==> config.mk <==
export PLATFORM = sky130hd
export DESIGN_NAME = wcd_window_decide
export DESIGN_NICKNAME = d
export VERILOG_FILES = /design/src/rtl/wcd_pkg.sv /design/src/rtl/wcd_sum_tree.sv /design/src/rtl/wcd_compare.sv /design/src/rtl/wcd_frame_ctl.sv /design/src/rtl/wcd_window_decide.sv
export SDC_FILE = /design/constraint.sdc
export NUM_CORES = 1
export LEC_CHECK = 0
export BUFFER_PORTS_ARGS = -buffer_cell sky130_fd_sc_hd__buf_2
export CORE_AREA = 2 2 121 123
export DETAILED_ROUTE_END_ITERATION = 6
export DIE_AREA = 0 0 123 125
export PLACE_DENSITY = 0.7
export SLEW_MARGIN = 20
export SYNTH_ARGS = -nofsm -noshare
export SYNTH_HDL_FRONTEND = slang
export SYNTH_SLANG_ARGS = --single-unit
==> constraint.sdc <==
create_clock -name clk -period 8.65 [get_ports clk]
set_input_delay 0 -clock clk [delete_from_list [all_inputs] [get_ports clk]]
set_output_delay 0 -clock clk [all_outputs]
set_load 0.05 [all_outputs]
==> src/rtl/wcd_pkg.sv <==
package wcd_pkg;
    localparam int TAPS   = 9;
    localparam int TERM_W = 8;
    localparam int SUM_W  = 12;
    localparam int THR_W  = 8;
    localparam int MODE_DIR = 0;
    localparam int MODE_CNJ = 1;

    typedef enum logic [0:0] {
        ST_IDLE = 1'b0,
        ST_SCAN = 1'b1
    } frame_state_t;
endpackage

==> src/rtl/wcd_sum_tree.sv <==
module wcd_sum_tree
    import wcd_pkg::*;
#(
    parameter int N_TAPS  = TAPS,
    parameter int T_W     = TERM_W,
    parameter int S_W     = SUM_W
) (
    input  logic [N_TAPS*T_W-1:0] terms,
    input  logic [N_TAPS-1:0]     pad,
    output logic [S_W-1:0]        sum
);
    localparam int LEVELS = $clog2(N_TAPS);
    localparam int LEAVES = 1 << LEVELS;
    localparam int NODES  = 2 * LEAVES - 1;

    logic [S_W-1:0] node [NODES];

    for (genvar k = 0; k < LEAVES; k++) begin : g_leaf
        if (k < N_TAPS) begin : g_tap
            assign node[LEAVES-1+k] = pad[k] ? '0
                : S_W'(terms[k*T_W +: T_W]);
        end else begin : g_empty
            assign node[LEAVES-1+k] = '0;
        end
    end

    for (genvar n = 0; n < LEAVES - 1; n++) begin : g_node
        assign node[n] = node[2*n+1] + node[2*n+2];
    end

    assign sum = node[0];
endmodule

==> src/rtl/wcd_compare.sv <==
module wcd_compare
    import wcd_pkg::*;
#(
    parameter int S_W = SUM_W,
    parameter int H_W = THR_W,
    parameter int N_TAPS = TAPS
) (
    input  logic [S_W-1:0] sum,
    input  logic [H_W-1:0] thr,
    output logic           exceed
);
    logic [S_W-1:0] scaled;

    always_comb begin
        scaled = S_W'(thr) * S_W'(N_TAPS);
        exceed = sum > scaled;
    end
endmodule

==> src/rtl/wcd_frame_ctl.sv <==
module wcd_frame_ctl
    import wcd_pkg::*;
#(
    parameter int PIXELS = 640 * 480
) (
    input  logic clk,
    input  logic rst_n,
    input  logic valid,
    input  logic sof,
    output logic accept,
    output logic last,
    output logic scanning
);
    localparam int CNT_W = $clog2(PIXELS + 1);
    localparam logic [CNT_W-1:0] LAST_IDX = CNT_W'(PIXELS - 1);

    frame_state_t    state_q, state_d;
    logic [CNT_W-1:0] cnt_q, cnt_d, pix_idx;

    always_ff @(posedge clk) begin
        if (!rst_n) begin
            state_q <= ST_IDLE;
            cnt_q   <= '0;
        end else begin
            state_q <= state_d;
            cnt_q   <= cnt_d;
        end
    end

    always_comb begin
        state_d = state_q;
        cnt_d   = cnt_q;
        accept  = 1'b0;
        pix_idx = '0;
        unique case (state_q)
            ST_IDLE: begin
                accept  = valid && sof;
                pix_idx = '0;
            end
            ST_SCAN: begin
                accept  = valid;
                pix_idx = cnt_q;
            end
            default: ;
        endcase
        last = accept && (pix_idx == LAST_IDX);
        if (accept) begin
            if (last) begin
                state_d = ST_IDLE;
                cnt_d   = '0;
            end else begin
                state_d = ST_SCAN;
                cnt_d   = pix_idx + 1'b1;
            end
        end
        scanning = (state_q == ST_SCAN);
    end
endmodule

==> src/rtl/wcd_window_decide.sv <==
module wcd_window_decide
    import wcd_pkg::*;
#(
    parameter int FRAME_W = 640,
    parameter int FRAME_H = 480
) (
    input  logic                    clk,
    input  logic                    rst_n,
    input  logic                    i_valid,
    input  logic                    i_sof,
    input  logic [TAPS*TERM_W-1:0]  i_dir_terms,
    input  logic [TAPS*TERM_W-1:0]  i_cnj_terms,
    input  logic [TAPS-1:0]         i_pad,
    input  logic [1:0]              i_mode,
    input  logic [THR_W-1:0]        i_thr,
    output logic                    o_valid,
    output logic                    o_change,
    output logic                    o_eof
);
    localparam int PIXELS = FRAME_W * FRAME_H;

    logic [SUM_W-1:0] dir_sum, cnj_sum;
    logic             dir_hit, cnj_hit, decide;
    logic             accept, last, scanning;

    wcd_sum_tree u_dir_tree (
        .terms (i_dir_terms),
        .pad   (i_pad),
        .sum   (dir_sum)
    );

    wcd_sum_tree u_cnj_tree (
        .terms (i_cnj_terms),
        .pad   (i_pad),
        .sum   (cnj_sum)
    );

    wcd_compare u_dir_cmp (
        .sum    (dir_sum),
        .thr    (i_thr),
        .exceed (dir_hit)
    );

    wcd_compare u_cnj_cmp (
        .sum    (cnj_sum),
        .thr    (i_thr),
        .exceed (cnj_hit)
    );

    wcd_frame_ctl #(.PIXELS(PIXELS)) u_ctl (
        .clk      (clk),
        .rst_n    (rst_n),
        .valid    (i_valid),
        .sof      (i_sof),
        .accept   (accept),
        .last     (last),
        .scanning (scanning)
    );

    always_comb begin
        decide = (i_mode[MODE_DIR] && dir_hit) || (i_mode[MODE_CNJ] && cnj_hit);
    end

    always_ff @(posedge clk) begin
        if (!rst_n) begin
            o_valid  <= 1'b0;
            o_change <= 1'b0;
            o_eof    <= 1'b0;
        end else begin
            o_valid  <= accept;
            o_change <= accept && decide;
            o_eof    <= last;
        end
    end
endmodule

# After elaboration in Yosys (flattened, before gate mapping)
# Index checks and enable logic that the tools add are counted.
[op_classes] muxes=22 multipliers=1 bitwise=1 reduce_logical=6 eq_ne=1 add_sub_neg=17 n_lt_le_gt_ge=2
[ops] cell="12-bit adder" count=16
[ops] cell="8-bit two-way mux" count=18
[ops] cell="19-bit case mux with 2 select lines" count=1
[ops] cell="12-bit greater-than comparator" count=2
[ops] cell="19-bit by 1-bit adder with 19-bit output (second input constant)" count=1
[ops] cell="19-bit equality test (second input constant)" count=1
[ops] cell="19-bit two-way mux" count=1
[ops] cell="8-bit by 4-bit multiplier with 12-bit output (second input constant)" count=1
[ops] cell="1-bit logical AND" count=5
[ops] cell="1-bit case mux with 2 select lines" count=1
[ops] cell="1-bit logical OR" count=1
[ops] cell="1-bit two-way mux" count=1
[ops] cell="1-bit NOT" count=1
[word_totals] output_inout_bits=3 reg_bits=23 elab_cells=55 inputBits=167

# Longest topological paths before layout
# Gate-level depths: netlist (run 1).
[logic_depth] word_depth=9 depth_mapped=23 ltp_nobuf=22

# Cells and area by module
# Synthesis (run 1) repeated with hierarchy kept, for this count alone.
[hier_totals] cells_unflattened=964 area_unflattened_um2=7807.5
[by_module_without_submodules] mod="wcd_sum_tree at u_dir_tree" instances=1 seq_area_each_um2=0.0 cells_each=337 area_each_um2=2690.1
[by_module_without_submodules] mod="wcd_sum_tree at u_cnj_tree" instances=1 seq_area_each_um2=0.0 cells_each=330 area_each_um2=2671.3
[by_module_without_submodules] mod="wcd_frame_ctl" instances=1 seq_area_each_um2=400.4 cells_each=152 area_each_um2=1184.9
[by_module_without_submodules] mod="wcd_compare" instances=2 seq_area_each_um2=0.0 cells_each=69 area_each_um2=579.3
[by_module_without_submodules] mod="wcd_window_decide" instances=1 seq_area_each_um2=60.1 cells_each=7 area_each_um2=102.6

# Worst setup path before layout (run 1)
# Ideal clock, no wire load.
[synth_path] kind="input -> register" from="in i_pad[8]" to="reg o_change" arrival_ns=4.839 t_required_ns=8.511 setup_ns=0.139 path_buffers=1 setup_slack_ns=3.671 cell_stages=21 cell_sequence="clkbuf_1 nor2b_1 fa_1 fa_1 fa_1 inv_1 fa_1 inv_1 ha_1 fa_1 a21o_1 a211oi_1 nor2_1 o22ai_1 xnor2_1 ha_1 nand4_1 nor2_1 a21boi_0 a2111oi_0 o32ai_1"
[synth_between] elab_chain_cells=6 word_cells_on_any_way=10 cone_classes="2 x add/sub; 2 x order compare; 2 x mux; 4 x reduce/logical"
[synth_rtl] item="start: declaration" line="wcd_window_decide.sv:13" source="input logic [TAPS-1:0] i_pad,"
[synth_rtl] item="8-bit two-way mux" line="wcd_sum_tree.sv:20" source="assign node[LEAVES-1+k] = pad[k] ? '0"
[synth_rtl] item="12-bit adder" line="wcd_sum_tree.sv:28" source="assign node[n] = node[2*n+1] + node[2*n+2];"
[synth_rtl] item="12-bit greater-than comparator" line="wcd_compare.sv:16" source="exceed = sum > scaled;"
[synth_rtl] item="1-bit logical AND" line="wcd_window_decide.sv:61" source="decide = (i_mode[MODE_DIR] && dir_hit) || (i_mode[MODE_CNJ] && cnj_hit);"
[synth_rtl] item="1-bit logical OR *" line="wcd_window_decide.sv:61"
[synth_rtl] item="1-bit logical AND *" line="wcd_window_decide.sv:71" source="o_change <= accept && decide;"
[synth_rtl] item="end signal: assignment" line="wcd_window_decide.sv:71"
[synth_rtl] item="end: declaration" line="wcd_window_decide.sv:17" source="output logic o_change,"
# Mark *: on every way between the ends. The rest lies on a longest branch, timed or not.
# A chain may end at the register's enable or synchronous reset.

# Worst setup path in the final report (run 1)
[layout_path] from="in i_pad[5]" to="reg o_change"
[layout_between] elab_chain_cells=9 word_cells_on_any_way=16 cone_classes="8 x add/sub; 2 x order compare; 2 x mux; 4 x reduce/logical"
[layout_rtl] item="8-bit two-way mux" line="wcd_sum_tree.sv:20"
[layout_rtl] item="12-bit adder (4 in a row)" line="wcd_sum_tree.sv:28"
[layout_rtl] item="12-bit greater-than comparator" line="wcd_compare.sv:16"
[layout_rtl] item="1-bit logical AND" line="wcd_window_decide.sv:61"
[layout_rtl] item="1-bit logical OR *" line="wcd_window_decide.sv:61"
[layout_rtl] item="1-bit logical AND *" line="wcd_window_decide.sv:71"
# Marked as above.

==> report_table.html, run 1 <==
<table>
<tr><th>Metric</th><th>Value</th></tr>
<tr><th colspan="2">Setup path</th></tr>
<tr><td>Critical Path RT</td><td>8.78 ns</td></tr>
<tr><td>CP Class</td><td>input port to flop</td></tr>
<tr><td>CP Data Arrival Time</td><td>5.32 ns</td></tr>
<tr><td>Nature of the critical path startpoint</td><td>input port</td></tr>
<tr><td>Nature of the critical path endpoint</td><td>flop</td></tr>
<tr><td>Worst Path Max Fanout</td><td>16</td></tr>
<tr><th colspan="2">Clock tree</th></tr>
<tr><td>Htree depth</td><td>1</td></tr>
<tr><td>Clock root buffer</td><td>clkbuf_16</td></tr>
<tr><td>Number of buffers between clock root and the deepest sink</td><td>2</td></tr>
<tr><td>Clock transition at the registers of the reported paths</td><td>0.07 ns</td></tr>
<tr><td>Setup repair bufs after CTS</td><td>0</td></tr>
<tr><td>Clock latency on the worst-skew pair</td><td>0.26 ns</td></tr>
<tr><td>Post-CTS sizing</td><td>0</td></tr>
<tr><td>Hold-fix buffer count after cts</td><td>0</td></tr>
<tr><td>Clock tree from TritonCTS</td><td>done</td></tr>
<tr><td>Number of buffers created by CTS</td><td>3</td></tr>
<tr><td>Num Clock Sinks</td><td>23</td></tr>
<tr><th colspan="2">Timing</th></tr>
<tr><td>Setup violations, final</td><td>0</td></tr>
<tr><td>Final worst-path cycle share</td><td>0.600</td></tr>
<tr><td>Post-Route Skew</td><td>0.00604 ns</td></tr>
<tr><td>Worst rel slew slack</td><td>0.472</td></tr>
<tr><td>Maximum clock rate</td><td>193 MHz</td></tr>
<tr><td>Final hold vios</td><td>0</td></tr>
<tr><td>Setup repair after global routing missed its margin</td><td>no</td></tr>
<tr><td>Max-slew violation count</td><td>0</td></tr>
<tr><td>Final period demand of the worst path</td><td>5.19 ns</td></tr>
<tr><td>Worst Max-Slew Pin Slew</td><td>0.790 ns</td></tr>
<tr><td>Final sum of negative setup slack</td><td>0 ns</td></tr>
<tr><td>Post-Route Hold Slack</td><td>0.00801 ns</td></tr>
<tr><th colspan="2">Layout</th></tr>
<tr><td>Layout-stage area growth over the synthesis result</td><td>16.9%</td></tr>
<tr><td>Share of post-route cells with drive strength above 1</td><td>0.203</td></tr>
<tr><td>Fillers</td><td>1,416</td></tr>
<tr><td>Count of inserted antenna diode cells</td><td>0</td></tr>
<tr><td>Number of nets in the finished design</td><td>1,213</td></tr>
<tr><td>Final Core Density</td><td>0.521</td></tr>
<tr><td>Footprint of the flip-flops and latches</td><td>460 µm²</td></tr>
<tr><td>Area used by multi-input combinational logic</td><td>5290 µm²</td></tr>
<tr><th colspan="2">Synth</th></tr>
<tr><td>Main combinational cell family by area after synthesis</td><td>adder cells</td></tr>
<tr><td>Synth Area in XOR/XNOR</td><td>0.0263</td></tr>
<tr><td>Complex-gate fraction of the synthesized area</td><td>0.0853</td></tr>
<tr><td>Number of enable flip-flop cells after synthesis</td><td>0</td></tr>
<tr><td>Top cell type by total area after synthesis</td><td>fa_1</td></tr>
<tr><td>Largest cells by area after synthesis</td><td>fa_1 (34%), ha_1 (12%), nor2b_1 (8.8%)</td></tr>
<tr><td>Syn Nets</td><td>1,059</td></tr>
<tr><td>Number of instances in the synthesized netlist</td><td>722</td></tr>
<tr><td>Simple logic cell fraction of the synthesized area</td><td>0.247</td></tr>
<tr><td>FFs w/ async S/R, synth</td><td>0</td></tr>
<tr><td>Most frequently used cell type in the post-synthesis netlist</td><td>inv_1</td></tr>
<tr><td>Post-synth design cell area</td><td>6340 µm²</td></tr>
<tr><td>Number of warnings issued by yosys</td><td>0</td></tr>
<tr><td>Commonest cells in the synthesized netlist</td><td>inv_1 (134), fa_1 (109), nor2b_1 (89)</td></tr>
<tr><td>Count of different cell masters after synthesis</td><td>50</td></tr>
<tr><td>Share of synthesized area spent on multiplexers</td><td>0.0111</td></tr>
<tr><td>Flip-flop and latch count after synthesis</td><td>23</td></tr>
<tr><td>Synth Flop Type</td><td>dfxtp_1</td></tr>
<tr><td>Adder-cell share of the synthesized area</td><td>0.465</td></tr>
<tr><td>Portion of the post-synthesis area used by sequential elements</td><td>0.0727</td></tr>
<tr><td>Average footprint of a synthesized cell</td><td>8.78 µm²</td></tr>
<tr><td>Synth top area share</td><td>0.344</td></tr>
<tr><th colspan="2">Drt</th></tr>
<tr><td>1st-iter DRT viols</td><td>301</td></tr>
<tr><td>Vias/cell</td><td>4.98</td></tr>
<tr><td>Total iterations of the first detailed-routing run</td><td>5</td></tr>
<tr><td>DRC errors left</td><td>0</td></tr>
<tr><td>Vias after detailed routing</td><td>5,275</td></tr>
<tr><td>Post-detailed-route count of antenna-violating nets</td><td>0</td></tr>
<tr><td>Post-detailed-routing wire length</td><td>15,000 µm</td></tr>
<tr><td>Routed wire per std cell</td><td>14.1 µm</td></tr>
<tr><th colspan="2">Place</th></tr>
<tr><td>Count of input and output buffers</td><td>169</td></tr>
<tr><td>Final HPWL from detailed placement</td><td>12,900 µm</td></tr>
<tr><td>Final RePlAce weighted congestion</td><td>0.846</td></tr>
<tr><th colspan="2">GRT</th></tr>
<tr><td>Maximum number of pins on one net before global-route repair</td><td>27</td></tr>
<tr><td>Wire length of the first global-routing pass</td><td>25,100 µm</td></tr>
<tr><td>Via count of the first global-routing pass</td><td>5,384</td></tr>
<tr><td>Number of antenna violations at the first check in global routing</td><td>0</td></tr>
<tr><td>Global-route congestion overflow total</td><td>0</td></tr>
<tr><td>Total global-route track usage</td><td>0.203</td></tr>
<tr><th colspan="2">Die</th></tr>
<tr><td>Vertical extent of the die</td><td>125 µm</td></tr>
<tr><td>Placement Rows</td><td>44</td></tr>
<tr><td>CORE AREA</td><td>14,200 µm²</td></tr>
<tr><td>I/O pins</td><td>170</td></tr>
<tr><td>Initial standard-cell utilization of the core</td><td>0.446</td></tr>
<tr><td>Die ar.</td><td>15,400 µm²</td></tr>
<tr><td>Horiz. Die Dim</td><td>123 µm</td></tr>
<tr><th colspan="2">Power and ir drop</th></tr>
<tr><td>Areal power density over the cells</td><td>226 nW/µm²</td></tr>
<tr><td>Pleak</td><td>0.00369 µW</td></tr>
<tr><td>Worst IR Drop VDD</td><td>0.135 mV</td></tr>
<tr><th colspan="2">Job</th></tr>
<tr><td>Number of maximum-capacitance constraint violations</td><td>0</td></tr>
<tr><th colspan="2">Status</th></tr>
<tr><td>Result of the run</td><td>complete, no violations</td></tr>
<tr><th colspan="2">Worst hold path</th></tr>
<tr><td>Class of the worst hold path</td><td>input port to flop</td></tr>
</table>
state kept, by name, summed over array words and instances, names as in the netlist:
name,cells
u_ctl.scanning,1
o_valid,1
o_eof,1
o_change,1
u_ctl.cnt_q,19
logic make-up after synthesis:
logic type,after synthesis
buffers and inverters,154
AND/OR/NAND/NOR,267
AO/OA/AOI/OAI,82
XOR/XNOR,19
multiplexers,7
adder cells (fa/ha/maj),170
flip-flops,23
per-layer routing:
metal	share of wire	track usage	vias to the layer above
li1	-	-	2612
met4	0.0071	0.0274	0
met2	0.46	0.337	164
met1	0.48	0.294	2490
met3	0.057	0.0210	9
met5	0	0	-
through the flow:
step / std cells / total power (µW) / instance area, µm² / worst slack (ns)
floorplan: 722 / 1270 / 6340 / 3.67
global placement: 1055 / 1560 / 7320 / 3.36
detailed placement: 1055 / 1570 / 7320 / 3.26
CTS: 1059 / 1690 / 7410 / 3.50
global route: 1059 / 1940 / 7410 / 3.11
finish: 1059 / 1670 / 7410 / 3.46
where the power goes:
group          internal [µW]  total, µW  switching (µW)
clock network           62.8        105            42.4
logic                    668       1460             788
registers                108        112            3.68
total                    839       1670             834
layout by cell type, fill, tap and decap left out, drive strengths merged, types with 5 or more instances in the layout:
master / synthesis / layout
nand2: 23 / 23
nand3: 26 / 26
and4: 5 / 5
inv: 134 / 134
nand4: 11 / 11
xnor2: 14 / 14
fa: 109 / 109
a211oi: 6 / 6
ha: 61 / 61
buf: 3 / 169
nor2: 24 / 24
mux2i: 7 / 7
dfxtp: 23 / 23
nor2b: 89 / 89
nor3: 6 / 6
a21oi: 26 / 26
nand2b: 61 / 61
xor2: 5 / 5
a21o: 8 / 8
o211ai: 5 / 5
o21ai: 13 / 13
final timing paths:
check / startpoint / to / slack, ns / cells after the start
worst max-delay path: i_pad[5] / o_change / 3.46 / 20
worst min-delay path: i_valid / o_eof / 0.008 / 3
worst max register to register: u_ctl.scanning / u_ctl.cnt_q[15] / 5.77 / 7
worst min register to register: u_ctl.cnt_q[1] / u_ctl.cnt_q[1] / 0.49 / 2
cell type report:
| class | instances | area share |
|---|---|---|
| clock buffer | 3 | 0.0101 |
| clock inverter | 1 | 0.00101 |
| inverter | 134 | 0.0679 |
| multi-input combinational | 545 | 0.714 |
| sequential | 23 | 0.0622 |
| tap | 184 | 0.0311 |
| timing repair buffer | 169 | 0.114 |
critical path, cell delays in order:
cell and delay, ns:
buf_2 0.36, nor2b_1 0.13, fa_1 0.57, fa_1 0.44
fa_1 0.54, inv_1 0.05, fa_1 0.53, inv_1 0.07
ha_1 0.29, a21o_1 0.19, a211oi_1 0.23, nor2_1 0.09
o41ai_1 0.46, o21ai_0 0.19, ha_1 0.33, nand4_1 0.10
nor2_1 0.08, a21boi_0 0.13, a2111oi_0 0.37, o32ai_1 0.15
Note: power is estimated with default switching activity, not from simulation.
==> run 2: changes to the inputs <==
--- a/config.mk
+++ b/config.mk
@@ -5,11 +5,12 @@
 export SDC_FILE = /design/constraint.sdc
 export NUM_CORES = 1
 export LEC_CHECK = 0
+export ABC_AREA = 1
 export BUFFER_PORTS_ARGS = -buffer_cell sky130_fd_sc_hd__buf_2
-export CORE_AREA = 2 2 121 123
+export CORE_AREA = 2 2 123 125
 export DETAILED_ROUTE_END_ITERATION = 6
-export DIE_AREA = 0 0 123 125
-export PLACE_DENSITY = 0.7
+export DIE_AREA = 0 0 125 127
+export PLACE_DENSITY = 0.73
 export SLEW_MARGIN = 20
 export SYNTH_ARGS = -nofsm -noshare
 export SYNTH_HDL_FRONTEND = slang
==> constraint.sdc (replaced) <==
create_clock -name clk -period 4.4 [get_ports clk]
set_input_delay 0 -clock clk [delete_from_list [all_inputs] [get_ports clk]]
set_output_delay 0 -clock clk [all_outputs]
set_load 0.05 [all_outputs]
==> report_table.html, run 2 <==
<table>
<tr><th>Metric</th><th>Value</th></tr>
<tr><th colspan="2">Timing</th></tr>
<tr><td>Worst rel slew slack</td><td>0.514 (+0.0417)</td></tr>
<tr><td>Setup violations, final</td><td>0 (unchanged)</td></tr>
<tr><td>Maximum clock rate</td><td>234 MHz</td></tr>
<tr><td>Smallest setup slack after layout</td><td>0.134 ns (-3.33 ns)</td></tr>
<tr><td>Post-Route Hold Slack</td><td>0.0811 ns (+0.0731 ns)</td></tr>
<tr><td>Final worst-path cycle share</td><td>0.970</td></tr>
<tr><td>Final hold vios</td><td>0 (unchanged)</td></tr>
<tr><td>Post-Route Skew</td><td>0.00137 ns (-0.00467 ns)</td></tr>
<tr><td>Worst Max-Slew Pin Slew</td><td>0.728 ns (-0.0622 ns)</td></tr>
<tr><td>Max-slew violation count</td><td>0 (unchanged)</td></tr>
<tr><td>Setup repair after global routing missed its margin</td><td>yes</td></tr>
<tr><td>Final period demand of the worst path</td><td>4.27 ns</td></tr>
<tr><th colspan="2">Clock tree</th></tr>
<tr><td>Clock tree from TritonCTS</td><td>done</td></tr>
<tr><td>Num Clock Sinks</td><td>23 (unchanged)</td></tr>
<tr><td>Clock root buffer</td><td>clkbuf_16</td></tr>
<tr><td>Htree depth</td><td>1 (unchanged)</td></tr>
<tr><td>Number of buffers between clock root and the deepest sink</td><td>2 (unchanged)</td></tr>
<tr><td>Clock transition at the registers of the reported paths</td><td>0.06 ns (about the same)</td></tr>
<tr><td>Clock latency on the worst-skew pair</td><td>0.26 ns (about the same)</td></tr>
<tr><td>Number of buffers created by CTS</td><td>3 (unchanged)</td></tr>
<tr><th colspan="2">Synth</th></tr>
<tr><td>Largest cells by area after synthesis</td><td>fa_1 (33%), inv_1 (15%), ha_1 (12%)</td></tr>
<tr><td>Most frequently used cell type in the post-synthesis netlist</td><td>inv_1</td></tr>
<tr><td>FFs w/ async S/R, synth</td><td>0 (unchanged)</td></tr>
<tr><td>Count of different cell masters after synthesis</td><td>36 (-28%)</td></tr>
<tr><td>Share of synthesized area spent on multiplexers</td><td>0 (-0.0111)</td></tr>
<tr><td>Syn Nets</td><td>1,272 (+20%)</td></tr>
<tr><td>Synth Flop Type</td><td>dfxtp_1</td></tr>
<tr><td>Flip-flop and latch count after synthesis</td><td>23 (unchanged)</td></tr>
<tr><td>Synth Area in XOR/XNOR</td><td>0.0346 (+0.00830)</td></tr>
<tr><td>Average footprint of a synthesized cell</td><td>7.05 µm² (-20%)</td></tr>
<tr><td>Portion of the post-synthesis area used by sequential elements</td><td>0.0699 (-0.00279)</td></tr>
<tr><td>Number of warnings issued by yosys</td><td>0 (unchanged)</td></tr>
<tr><td>Number of enable flip-flop cells after synthesis</td><td>0 (unchanged)</td></tr>
<tr><td>Top cell type by total area after synthesis</td><td>fa_1</td></tr>
<tr><td>Number of instances in the synthesized netlist</td><td>935 (+30%)</td></tr>
<tr><td>Adder-cell share of the synthesized area</td><td>0.447 (-0.0178)</td></tr>
<tr><td>Synth top area share</td><td>0.331 (-0.0132)</td></tr>
<tr><td>Post-synth design cell area</td><td>6590 µm² (+4.0%)</td></tr>
<tr><td>Commonest cells in the synthesized netlist</td><td>inv_1 (266), nand2_1 (190), nor2_1 (117)</td></tr>
<tr><td>Simple logic cell fraction of the synthesized area</td><td>0.228 (-0.0186)</td></tr>
<tr><td>Complex-gate fraction of the synthesized area</td><td>0.0560 (-0.0293)</td></tr>
<tr><td>Main combinational cell family by area after synthesis</td><td>adder cells</td></tr>
<tr><th colspan="2">GRT</th></tr>
<tr><td>Global-route congestion overflow total</td><td>0 (unchanged)</td></tr>
<tr><td>Maximum number of pins on one net before global-route repair</td><td>33 (+22%)</td></tr>
<tr><td>Number of antenna violations at the first check in global routing</td><td>0 (unchanged)</td></tr>
<tr><td>Total global-route track usage</td><td>0.214 (+0.0109)</td></tr>
<tr><td>Wire length of the first global-routing pass</td><td>28,300 µm (+13%)</td></tr>
<tr><td>Via count of the first global-routing pass</td><td>6,442 (+20%)</td></tr>
<tr><th colspan="2">Die</th></tr>
<tr><td>CORE AREA</td><td>14,400 µm² (+1.6%)</td></tr>
<tr><td>Placement Rows</td><td>44 (unchanged)</td></tr>
<tr><td>Die ar.</td><td>15,900 µm² (+3.3%)</td></tr>
<tr><td>Initial standard-cell utilization of the core</td><td>0.457 (+0.0107)</td></tr>
<tr><td>I/O pins</td><td>170 (unchanged)</td></tr>
<tr><td>Horiz. Die Dim</td><td>125 µm (+1.6%)</td></tr>
<tr><td>Vertical extent of the die</td><td>127 µm (+1.6%)</td></tr>
<tr><th colspan="2">Place</th></tr>
<tr><td>Pre-CTS setup slack</td><td>-0.384 ns (-3.64 ns)</td></tr>
<tr><td>Final HPWL from detailed placement</td><td>14,500 µm (+12%)</td></tr>
<tr><td>Final RePlAce weighted congestion</td><td>0.965 (+14%)</td></tr>
<tr><td>Count of input and output buffers</td><td>169 (unchanged)</td></tr>
<tr><th colspan="2">Power and ir drop</th></tr>
<tr><td>Part of the total power dissipated in sequential elements</td><td>0.047 (-0.020)</td></tr>
<tr><td>Internal cell power</td><td>2330 µW (+180%)</td></tr>
<tr><td>Areal power density over the cells</td><td>533 nW/µm² (+140%)</td></tr>
<tr><td>Reported net switching power</td><td>2260 µW (+170%)</td></tr>
<tr><td>Net switching share of the total power</td><td>0.492 (-0.00601)</td></tr>
<tr><td>Clock group share of total power</td><td>0.045 (-0.018)</td></tr>
<tr><td>Proportion of power drawn by combinational gates</td><td>0.908 (+0.038)</td></tr>
<tr><td>Pleak</td><td>0.00484 µW (+31%)</td></tr>
<tr><td>Worst IR Drop VDD</td><td>0.393 mV (+190%)</td></tr>
<tr><th colspan="2">Drt</th></tr>
<tr><td>1st-iter DRT viols</td><td>266 (-12%)</td></tr>
<tr><td>Met3 wirelength from detailed routing</td><td>668 µm (-21%)</td></tr>
<tr><td>Post-detailed-routing wire length</td><td>17,000 µm (+14%)</td></tr>
<tr><td>Vias after detailed routing</td><td>6,273 (+19%)</td></tr>
<tr><td>DRC errors left</td><td>0 (unchanged)</td></tr>
<tr><td>Amount of wire on met2 after detailed routing</td><td>8900 µm (+30%)</td></tr>
<tr><td>Post-detailed-route count of antenna-violating nets</td><td>0 (unchanged)</td></tr>
<tr><td>Routed wire per std cell</td><td>12.8 µm (-9.8%)</td></tr>
<tr><td>Total iterations of the first detailed-routing run</td><td>5 (unchanged)</td></tr>
<tr><td>Top layer used by detailed routing</td><td>met4</td></tr>
<tr><td>Vias/cell</td><td>4.70 (-5.7%)</td></tr>
<tr><td>Wire length the detailed router placed on met1</td><td>7140 µm (-0.13%)</td></tr>
<tr><th colspan="2">Layout</th></tr>
<tr><td>Number of nets in the finished design</td><td>1,489 (+23%)</td></tr>
<tr><td>Layout-stage area growth over the synthesis result</td><td>30.7%</td></tr>
<tr><td>Count of inserted antenna diode cells</td><td>0 (unchanged)</td></tr>
<tr><td>Share of post-route cells with drive strength above 1</td><td>0.289 (+0.0859)</td></tr>
<tr><td>Most common cell after layout, fill and taps aside</td><td>inv_1</td></tr>
<tr><td>Final Core Density</td><td>0.597 (+0.0756)</td></tr>
<tr><td>Largest register FFs</td><td>19 (unchanged)</td></tr>
<tr><td>Largest Register</td><td>u_ctl.cnt_q</td></tr>
<tr><td>Fillers</td><td>1,333 (-5.9%)</td></tr>
<tr><td>Most used cells in the layout excluding fill and tap cells</td><td>inv_1 (249), nand2_1 (172), buf_2 (163)</td></tr>
<tr><th colspan="2">Job</th></tr>
<tr><td>Number of maximum-capacitance constraint violations</td><td>0 (unchanged)</td></tr>
<tr><th colspan="2">Setup path</th></tr>
<tr><td>Slowest Stage Delay on Critical Path</td><td>0.54 ns (-0.03 ns)</td></tr>
<tr><td>Critical Path RT</td><td>4.60 ns (-4.18 ns)</td></tr>
<tr><td>CP Launch Point</td><td>i_pad[1]</td></tr>
<tr><td>Cell type of the slowest stage on the worst timing path</td><td>fa_1</td></tr>
<tr><td>Nature of the critical path startpoint</td><td>input port</td></tr>
<tr><td>Nature of the critical path endpoint</td><td>flop</td></tr>
<tr><td>FF-to-FF Start</td><td>u_ctl.scanning</td></tr>
<tr><td>Dominant cell type by count on the critical path</td><td>fa_1</td></tr>
<tr><td>Worst Path Max Fanout</td><td>7 (-9)</td></tr>
<tr><td>CP Class</td><td>input port to flop</td></tr>
<tr><td>CP Data Arrival Time</td><td>4.47 ns (-0.85 ns)</td></tr>
<tr><th colspan="2">Status</th></tr>
<tr><td>Result of the run</td><td>complete, no violations</td></tr>
<tr><th colspan="2">Worst hold path</th></tr>
<tr><td>Critical hold path startpoint</td><td>i_mode[1]</td></tr>
<tr><td>Class of the worst hold path</td><td>input port to flop</td></tr>
</table>
==> run 2: changes by cell type after synthesis, sizes merged, moves of 5 or more <==
cell,delta
inv,+134
and4,-5
nand2b,-60
nand2,+169
a21oi,+19
nor2b,-89
xnor2,-7
clkbuf,-6
xor2,+14
mux2i,-7
a21o,-6
nand3,+9
nor2,+99
o211ai,-5
==> run 2: routing by layer <==
layer	track usage	up-vias
met2	0.405	166
met3	0.0151	30
met1	0.272	2913
li1	-	3164
met5	0	-
met4	0.0379	0
==> run 2: area by class of cell <==
class	count	area, µm²	share of cell area
Clock buffer	3	75.1	0.00872
Sequential cell	23	460	0.0535
Multi-Input combinational cell	628	5410	0.629
Tap cell	184	230	0.0267
Inverter	268	1020	0.118
Timing Repair Buffer	228	1410	0.164
Clock inverter	1	5.00	0.000581
==> run 2: stage by stage <==
stage                     area (µm²)  TNS [ns]  power (µW)  instances
after global routing            8610   -0.0875        5200       1335
after CTS                       8180         0        3910       1329
after floorplan                 6640         0        2610        935
after global placement          8040    -0.310        3580       1322
final                           8610         0        4590       1335
after detailed placement        8040    -0.384        3650       1322
==> run 2: worst paths after layout <==
path	to	slack [ns]	depth (start not counted)
setup / recovery	o_change	0.13	26
hold / removal	o_change	0.08	5
setup reg to reg	u_ctl.cnt_q[10]	2.06	12
hold reg to reg	u_ctl.cnt_q[0]	0.46	2
==> run 2: timing repair <==
| item | CTS | global route |
|---|---|---|
| resized for setup | 14 | 101 |
| endpoints found under the hold margin | 0 | 1 |
| setup endpoints to repair | 1 | 1 |
| hold buffers | 0 | 1 |
| setup buffers | 3 | 6 |
| pin swaps | 7 | 67 |
==> run 2: kinds of logic after synthesis <==
group | after synthesis
AOI/OAI and AO/OA | 65
xor gates and xnor gates | 26
adders and majority gates | 170
buffers and inverters | 284
DFF | 23
and+or+nand+nor | 367
==> run 2: critical path, delay by kind of cell <==
family | cells | cell delay (ns)
xor gates and xnor gates | 1 | 0.15
adders and majority gates | 7 | 2.85
AOI/OAI and AO/OA | 1 | 0.12
buffers and inverters | 6 | 0.44
and+or+nand+nor | 11 | 0.87
==> run 2: power groups by stage <==
| stage | Combinational, µW | Clock (µW) | Sequential [µW] |
|---|---|---|---|
| 2_1_floorplan | 2370 | 0 | 232 |
| 3_3_place_gp | 3360 | 0 | 219 |
| 3_5_place_dp | 3440 | 0 | 219 |
| 4_1_cts | 3490 | 208 | 214 |
| 5_1_grt | 4770 | 216 | 215 |
| 6_report | 4170 | 207 | 214 |
